[config.mk]
export PLATFORM = sky130hd
export DESIGN_NAME = spi_xfer_engine
export DESIGN_NICKNAME = d
export VERILOG_FILES = /design/src/rtl/spi_xfer_pkg.sv /design/src/rtl/spi_sck_gen.sv /design/src/rtl/spi_shift_core.sv /design/src/rtl/spi_flag_bank.sv /design/src/rtl/spi_xfer_engine.sv
export SDC_FILE = /design/constraint.sdc
export NUM_CORES = 1
export LEC_CHECK = 0
export BUFFER_PORTS_ARGS = -buffer_cell sky130_fd_sc_hd__buf_2
export CAP_MARGIN = 20
export CORE_MARGIN = 4
export CORE_UTILIZATION = 50
export DETAILED_ROUTE_END_ITERATION = 8
export PLACE_DENSITY_LB_ADDON = 0.25
export SYNTH_ARGS = -nofsm -noshare
export SYNTH_HDL_FRONTEND = slang
export SYNTH_SLANG_ARGS = --single-unit
export TNS_END_PERCENT = 100
[constraint.sdc]
create_clock -name clk -period 2.2 [get_ports clk]
set_clock_uncertainty 0.2 [all_clocks]
set_input_delay 0.22 -clock clk [delete_from_list [all_inputs] [get_ports clk]]
set_output_delay 0.22 -clock clk [all_outputs]
set_load 0.02 [all_outputs]
[src/rtl/spi_xfer_pkg.sv]
package spi_xfer_pkg;

    localparam int WORD_W  = 16;
    localparam int BYTE_W  = WORD_W / 2;
    localparam int CNT_W   = $clog2(WORD_W);
    localparam int NUM_FLG = 3;

    localparam int FLG_RXF  = 0;
    localparam int FLG_ROVR = 1;
    localparam int FLG_WCOL = 2;

    typedef logic [WORD_W-1:0]  word_t;
    typedef logic [NUM_FLG-1:0] flag_vec_t;
    typedef logic [CNT_W-1:0]   bitcnt_t;

    typedef struct packed {
        logic rise;
        logic fall;
    } sck_ev_t;

    // index of the last bit of a character
    function automatic bitcnt_t last_bit(input logic wide);
        return wide ? bitcnt_t'(WORD_W - 1) : bitcnt_t'(BYTE_W - 1);
    endfunction

    // right-justify a narrow character and zero the unused upper byte
    function automatic word_t rx_justify(input word_t w, input logic wide);
        return wide ? w : {{(WORD_W - BYTE_W){1'b0}}, w[BYTE_W-1:0]};
    endfunction

endpackage

[src/rtl/spi_sck_gen.sv]
module spi_sck_gen
    import spi_xfer_pkg::*;
#(
    parameter int SCK_DIV = 2
) (
    input  logic    clk,
    input  logic    rst,
    input  logic    master,
    input  logic    run,
    input  logic    sck_i,
    input  logic    sel_n_i,
    output sck_ev_t ev,
    output logic    sck_o,
    output logic    sel_act,
    output logic    sel_start
);
    localparam int DIV_W = $clog2(SCK_DIV) + 1;
    localparam logic [DIV_W-1:0] DIV_LAST = DIV_W'(SCK_DIV - 1);

    logic [DIV_W-1:0] cnt;
    logic             sck_q;
    logic [2:0]       sck_sync;
    logic [2:0]       sel_sync;
    logic             tick;
    sck_ev_t          m_ev, s_ev;

    assign tick = run && (cnt == DIV_LAST);

    always_ff @(posedge clk) begin
        if (rst) begin
            cnt      <= '0;
            sck_q    <= 1'b0;
            sck_sync <= '0;
            sel_sync <= '1;
        end else begin
            if (!run) begin
                cnt   <= '0;
                sck_q <= 1'b0;
            end else if (tick) begin
                cnt   <= '0;
                sck_q <= ~sck_q;
            end else begin
                cnt <= cnt + 1'b1;
            end
            sck_sync <= {sck_sync[1:0], sck_i};
            sel_sync <= {sel_sync[1:0], sel_n_i};
        end
    end

    assign sel_act   = !sel_sync[1];
    assign sel_start = !sel_sync[1] && sel_sync[2];

    always_comb begin
        m_ev.rise = tick && !sck_q;
        m_ev.fall = tick && sck_q;
        s_ev.rise = sel_act && sck_sync[1] && !sck_sync[2];
        s_ev.fall = sel_act && !sck_sync[1] && sck_sync[2];
        ev        = master ? m_ev : s_ev;
    end

    assign sck_o = sck_q;

endmodule

[src/rtl/spi_shift_core.sv]
module spi_shift_core
    import spi_xfer_pkg::*;
(
    input  logic    clk,
    input  logic    rst,
    input  logic    wide,
    input  sck_ev_t ev,
    input  logic    start,
    input  logic    abort,
    input  word_t   load_word,
    input  logic    din,
    output logic    busy,
    output logic    dout,
    output logic    done,
    output word_t   rx_word
);
    word_t   sh;
    logic    samp;
    bitcnt_t bcnt;
    logic    at_last;

    assign at_last = (bcnt == last_bit(wide));
    assign done    = busy && !abort && ev.fall && at_last;
    assign rx_word = rx_justify({sh[WORD_W-2:0], samp}, wide);
    assign dout    = wide ? sh[WORD_W-1] : sh[BYTE_W-1];

    always_ff @(posedge clk) begin
        if (rst) begin
            busy <= 1'b0;
            sh   <= '0;
            samp <= 1'b0;
            bcnt <= '0;
        end else if (start) begin
            busy <= 1'b1;
            sh   <= load_word;
            bcnt <= '0;
        end else if (busy) begin
            if (abort) begin
                busy <= 1'b0;
            end else if (ev.rise) begin
                samp <= din;
            end else if (ev.fall) begin
                sh <= {sh[WORD_W-2:0], samp};
                if (at_last) busy <= 1'b0;
                else         bcnt <= bcnt + 1'b1;
            end
        end
    end

endmodule

[src/rtl/spi_flag_bank.sv]
module spi_flag_bank
    import spi_xfer_pkg::*;
(
    input  logic      clk,
    input  logic      rst,
    input  logic      done,
    input  word_t     rx_word,
    input  logic      rd_en,
    input  logic      collide,
    input  logic      err_wr_en,
    input  logic [1:0] err_wr_data,
    input  flag_vec_t irq_en,
    output word_t     rd_data,
    output flag_vec_t flags,
    output logic      irq
);
    word_t rx_buf;
    logic  rx_full, rovr, wcol;

    always_ff @(posedge clk) begin
        if (rst) begin
            rx_buf  <= '0;
            rx_full <= 1'b0;
            rovr    <= 1'b0;
            wcol    <= 1'b0;
        end else begin
            if (done) begin
                rx_buf  <= rx_word;
                rx_full <= 1'b1;
            end else if (rd_en) begin
                rx_full <= 1'b0;
            end

            if (done && rx_full && !rd_en) rovr <= 1'b1;
            else if (err_wr_en)            rovr <= err_wr_data[0];

            if (collide)        wcol <= 1'b1;
            else if (err_wr_en) wcol <= err_wr_data[1];
        end
    end

    always_comb begin
        flags           = '0;
        flags[FLG_RXF]  = rx_full;
        flags[FLG_ROVR] = rovr;
        flags[FLG_WCOL] = wcol;
    end

    assign rd_data = rx_buf;
    assign irq     = |(flags & irq_en);

endmodule

[src/rtl/spi_xfer_engine.sv]
module spi_xfer_engine
    import spi_xfer_pkg::*;
#(
    parameter int SCK_DIV = 2
) (
    input  logic        clk,
    input  logic        rst,
    input  logic        cfg_master,
    input  logic        cfg_wide,
    input  logic        wr_en,
    input  logic [15:0] wr_data,
    input  logic        rd_en,
    output logic [15:0] rd_data,
    input  logic        err_wr_en,
    input  logic [1:0]  err_wr_data,
    input  logic [2:0]  irq_en,
    output logic        busy,
    output logic [2:0]  flags,
    output logic        irq,
    output logic        sck_o,
    input  logic        sck_i,
    input  logic        sel_n_i,
    input  logic        spi_din,
    output logic        spi_dout
);
    sck_ev_t ev;
    logic    sel_act, sel_start;
    logic    start_m, start_s, abort_s, xfer_start, xfer_done;
    word_t   tx_q, load_word, rx_word;

    assign start_m    = wr_en && cfg_master && !busy;
    assign start_s    = !cfg_master && sel_start && !busy;
    assign abort_s    = !cfg_master && !sel_act;
    assign xfer_start = start_m || start_s;
    assign load_word  = cfg_master ? wr_data : tx_q;

    // staged word: only writes outside a transfer are accepted
    always_ff @(posedge clk) begin
        if (rst)                 tx_q <= '0;
        else if (wr_en && !busy) tx_q <= wr_data;
    end

    spi_sck_gen #(.SCK_DIV(SCK_DIV)) u_sck (
        .clk      (clk),
        .rst      (rst),
        .master   (cfg_master),
        .run      (busy && cfg_master),
        .sck_i    (sck_i),
        .sel_n_i  (sel_n_i),
        .ev       (ev),
        .sck_o    (sck_o),
        .sel_act  (sel_act),
        .sel_start(sel_start)
    );

    spi_shift_core u_core (
        .clk      (clk),
        .rst      (rst),
        .wide     (cfg_wide),
        .ev       (ev),
        .start    (xfer_start),
        .abort    (abort_s),
        .load_word(load_word),
        .din      (spi_din),
        .busy     (busy),
        .dout     (spi_dout),
        .done     (xfer_done),
        .rx_word  (rx_word)
    );

    spi_flag_bank u_flags (
        .clk        (clk),
        .rst        (rst),
        .done       (xfer_done),
        .rx_word    (rx_word),
        .rd_en      (rd_en),
        .collide    (wr_en && busy),
        .err_wr_en  (err_wr_en),
        .err_wr_data(err_wr_data),
        .irq_en     (irq_en),
        .rd_data    (rd_data),
        .flags      (flags),
        .irq        (irq)
    );

endmodule

==> qor.txt <==
Status -> finished, final reports clean
Vias per cell -> 5.12
Placement Setup Slack -> 0.278 ns
Worst r2r src -> u_sck.cnt[1]
RSZ-0062 raised after global routing -> false
Critical path data required time -> 2.27 ns
Vias -> 2,448
Die X-Extent -> 83.1 microns
Post-Route WL -> 6.21 mm
Worst Setup End Kind -> register
Core ar. -> 5470 sq um
WP data arrival -> 2.00 ns
Die Span Y -> 83.1 microns
Total CTS buffers -> 9
Remaining antenna violation count -> 0
Commonest cells after routing, fill and taps aside -> nand2_1, a21oi_1, dfxtp_1
Period Utilization, post-route -> 87.5%
Largest family of logic cells by synthesized area -> compound AO/OA/AOI/OAI gates
Leading area contributor after synthesis -> dfxtp_1
Final Max Tran Viols -> 0
GRT Total Usage -> 19.0%
Final hold vios -> 0
Final Critical Period -> 1.92 ns
Warnings from Yosys -> 0
Clk buf depth -> 2
Gr ovfl total -> 0
Number of iterations in the first detailed-routing pass -> 4
Multi-input logic area -> 1340 sq um
Fillers -> 489
Number of setup buffers added after CTS -> 0
Routed len/inst -> 13.0 microns
Asr flop ratio synth -> 0%
Largest net degree at the start of global routing -> 26
Initial core utilization -> 51.5%
Die area -> 6900 sq um
Clock transition at path regs -> 0.07 ns
Initial antenna violation count -> 0
Final weighted congestion in routability-driven placement -> 0.813
Crit path kind -> reg -> reg
Setup TNS -> 0 ns
Ant diodes -> 0
H-tree depth -> 3
Mapped Area -> 2820 sq um
Post_cts resized -> 0
Layout Utilization -> 64.8%
CP peak stage delay -> 0.32 ns
Drt first-iter violations -> 107
Mux contribution to synthesized area -> 8.21%
DRC viols -> 0
Average size of a mapped cell -> 8.44 sq um
Worst Hold Slack -> 0.0182 ns
Worst r2r path cells -> 7
Cell variety after synth -> 37
Critical Path, Cell by Cell -> inv_1, ha_1, and3_1, o2111ai_2, buf_4, nand2_1, a21oi_1
Post-DP HPWL -> 4.19 mm
R2R Setup Slk -> 0.28 ns
Post-synth top flop -> dfxtp_1
Adder-cell share of the synthesized area -> 0.888%
Synth Area in Compound Gates -> 18.7%
EDFF count, synth -> 0
Share of the synthesized area in the top cell type -> 46.9%
Most common cell after layout, fill and taps aside -> nand2_1
Synth Register Bits -> 66
Nets -> 434
Vias in the first global route -> 2,368
Clock Sinks -> 66
Reg area -> 1320 sq um
Layout cell share with drive strength beyond 1 -> 24.9%
Post-Syn Nets -> 367
Ports -> 54
Seq/Total Area, Yosys -> 46.9%
Least-Margin Pin Slew -> 0.588 ns
Worst rel slew slack -> 60.8%
First-pass GRT wire length -> 10.8 mm
End of the critical path -> u_flags.rd_data[7]
CTS tree -> built
Leakage -> 1.45 nW
Maximum clock rate -> 520 MHz
Worst r2r dst -> u_flags.rd_data[7]
Rows -> 27
Hold Crit Class -> in -> reg
PortBufs -> 53
Synth area leaders -> dfxtp_1, a21oi_1, nand2_1
Max-Cap Viols -> 0
Area Overhead vs Synth -> 25.8%
Pwr dens -> 782 nW/um^2
Crit path max-delay cell type -> o2111ai_2
Max Fanout on Critical Path -> 13
Syn Inst Count -> 334
Hold_sp -> err_wr_data[0]
Post-Synth Simple-Gate Area -> 18.6%
# setup viols final -> 0
Worst Setup Start Kind -> register
Worst skew pair latency -> 0.35 ns
Root Driver -> clkbuf_8
Maximum VDD drop -> 0.000583 V
Beginning of the critical path -> u_sck.cnt[1]
XOR/XNOR Fraction of Synth Area -> 1.24%
Fin worst setup slack -> 0.275 ns
kinds of logic after synthesis:
logic type,after synthesis
XOR/XNOR,4
AND/OR/NAND/NOR,115
AO/OA/AOI/OAI,96
buffers and inverters,30
multiplexers,21
flip-flops,66
adder cells (fa/ha/maj),2
worst max-delay path: cells and delay by family (launching register included):
| kind | cells | cell delay [ns] |
|---|---|---|
| and+or+nand+nor | 2 | 0.36 |
| DFF | 1 | 0.31 |
| adders and majority gates | 1 | 0.25 |
| AOI/OAI and AO/OA | 2 | 0.45 |
| buffers and inverters | 2 | 0.29 |
metrics by stage:
stage	area, sq um	total power, W	cells
after floorplan	2820	0.00148	334
after global placement	3090	0.00155	440
after detailed placement	3090	0.00155	440
after CTS	3540	0.00279	477
after global routing	3550	0.00289	478
final	3550	0.00277	478
per-layer routing:
metal | wire (microns) | up-vias | global-route usage, %
li1 | - | 1278 | -
met1 | 3100 | 1101 | 25.1
met5 | 0 | - | 0
met4 | 145 | 0 | 9.36
met2 | 2650 | 57 | 28.8
met3 | 308 | 12 | 4.86
Yosys cell counts, types with 3 or more instances:
| master | n |
|---|---|
| or2_2 | 3 |
| inv_1 | 4 |
| nand2_1 | 77 |
| o21ai_0 | 13 |
| mux2i_1 | 4 |
| o21ai_1 | 7 |
| mux2_2 | 17 |
| buf_2 | 6 |
| a21oi_1 | 68 |
| nand2b_1 | 3 |
| nor2_1 | 6 |
| buf_4 | 5 |
| dfxtp_1 | 66 |
| clkbuf_1 | 13 |
| nor2b_1 | 3 |
| nand3_1 | 9 |
| and2_1 | 3 |
final cells by class:
cell class | count | share of cell area [%]
clock buffer | 9 | 3.49
clock inverter | 7 | 3.28
inverter | 4 | 0.423
multi-input combinational | 238 | 37.9
sequential | 66 | 37.3
tap | 72 | 2.54
timing repair buffer | 82 | 15.1
worst min-delay path by stage:
stage | cells past startpoint | to | slack (ns)
floorplan | 1 | u_sck.sel_sync[0] | 0.12
global placement | 1 | u_sck.sel_sync[1] | 0.19
detailed placement | 1 | u_sck.sel_sync[1] | 0.19
CTS | 3 | u_flags.wcol | 0.008
global route | 3 | u_flags.wcol | 0.02
finish | 4 | u_flags.rovr | 0.02
flip-flops by register name, indices dropped and copies added (netlist names):
name and flops:
u_flags.rx_full 1, u_core.busy 1, u_core.samp 1, u_sck.sck_o 1, u_flags.wcol 1, u_core.bcnt 4
tx_q 16, u_sck.sck_sync 3, u_flags.rd_data 16, u_flags.rovr 1, u_sck.sel_sync 3, u_sck.cnt 2
u_core.sh 16
power breakdown:
part	total, W	internal [W]	switching (W)	leakage [nW]
logic	0.000276	0.000130	0.000146	0.794
clock network	0.00121	0.000752	0.000463	0.120
registers	0.00128	0.00125	0.0000342	0.539
what timing repair did:
item	4_1_cts	5_1_grt
hold buffers	21	0
endpoints found under the hold margin	21	0
setup endpoints to repair	0	0
Note: power is estimated with default switching activity, not from simulation.
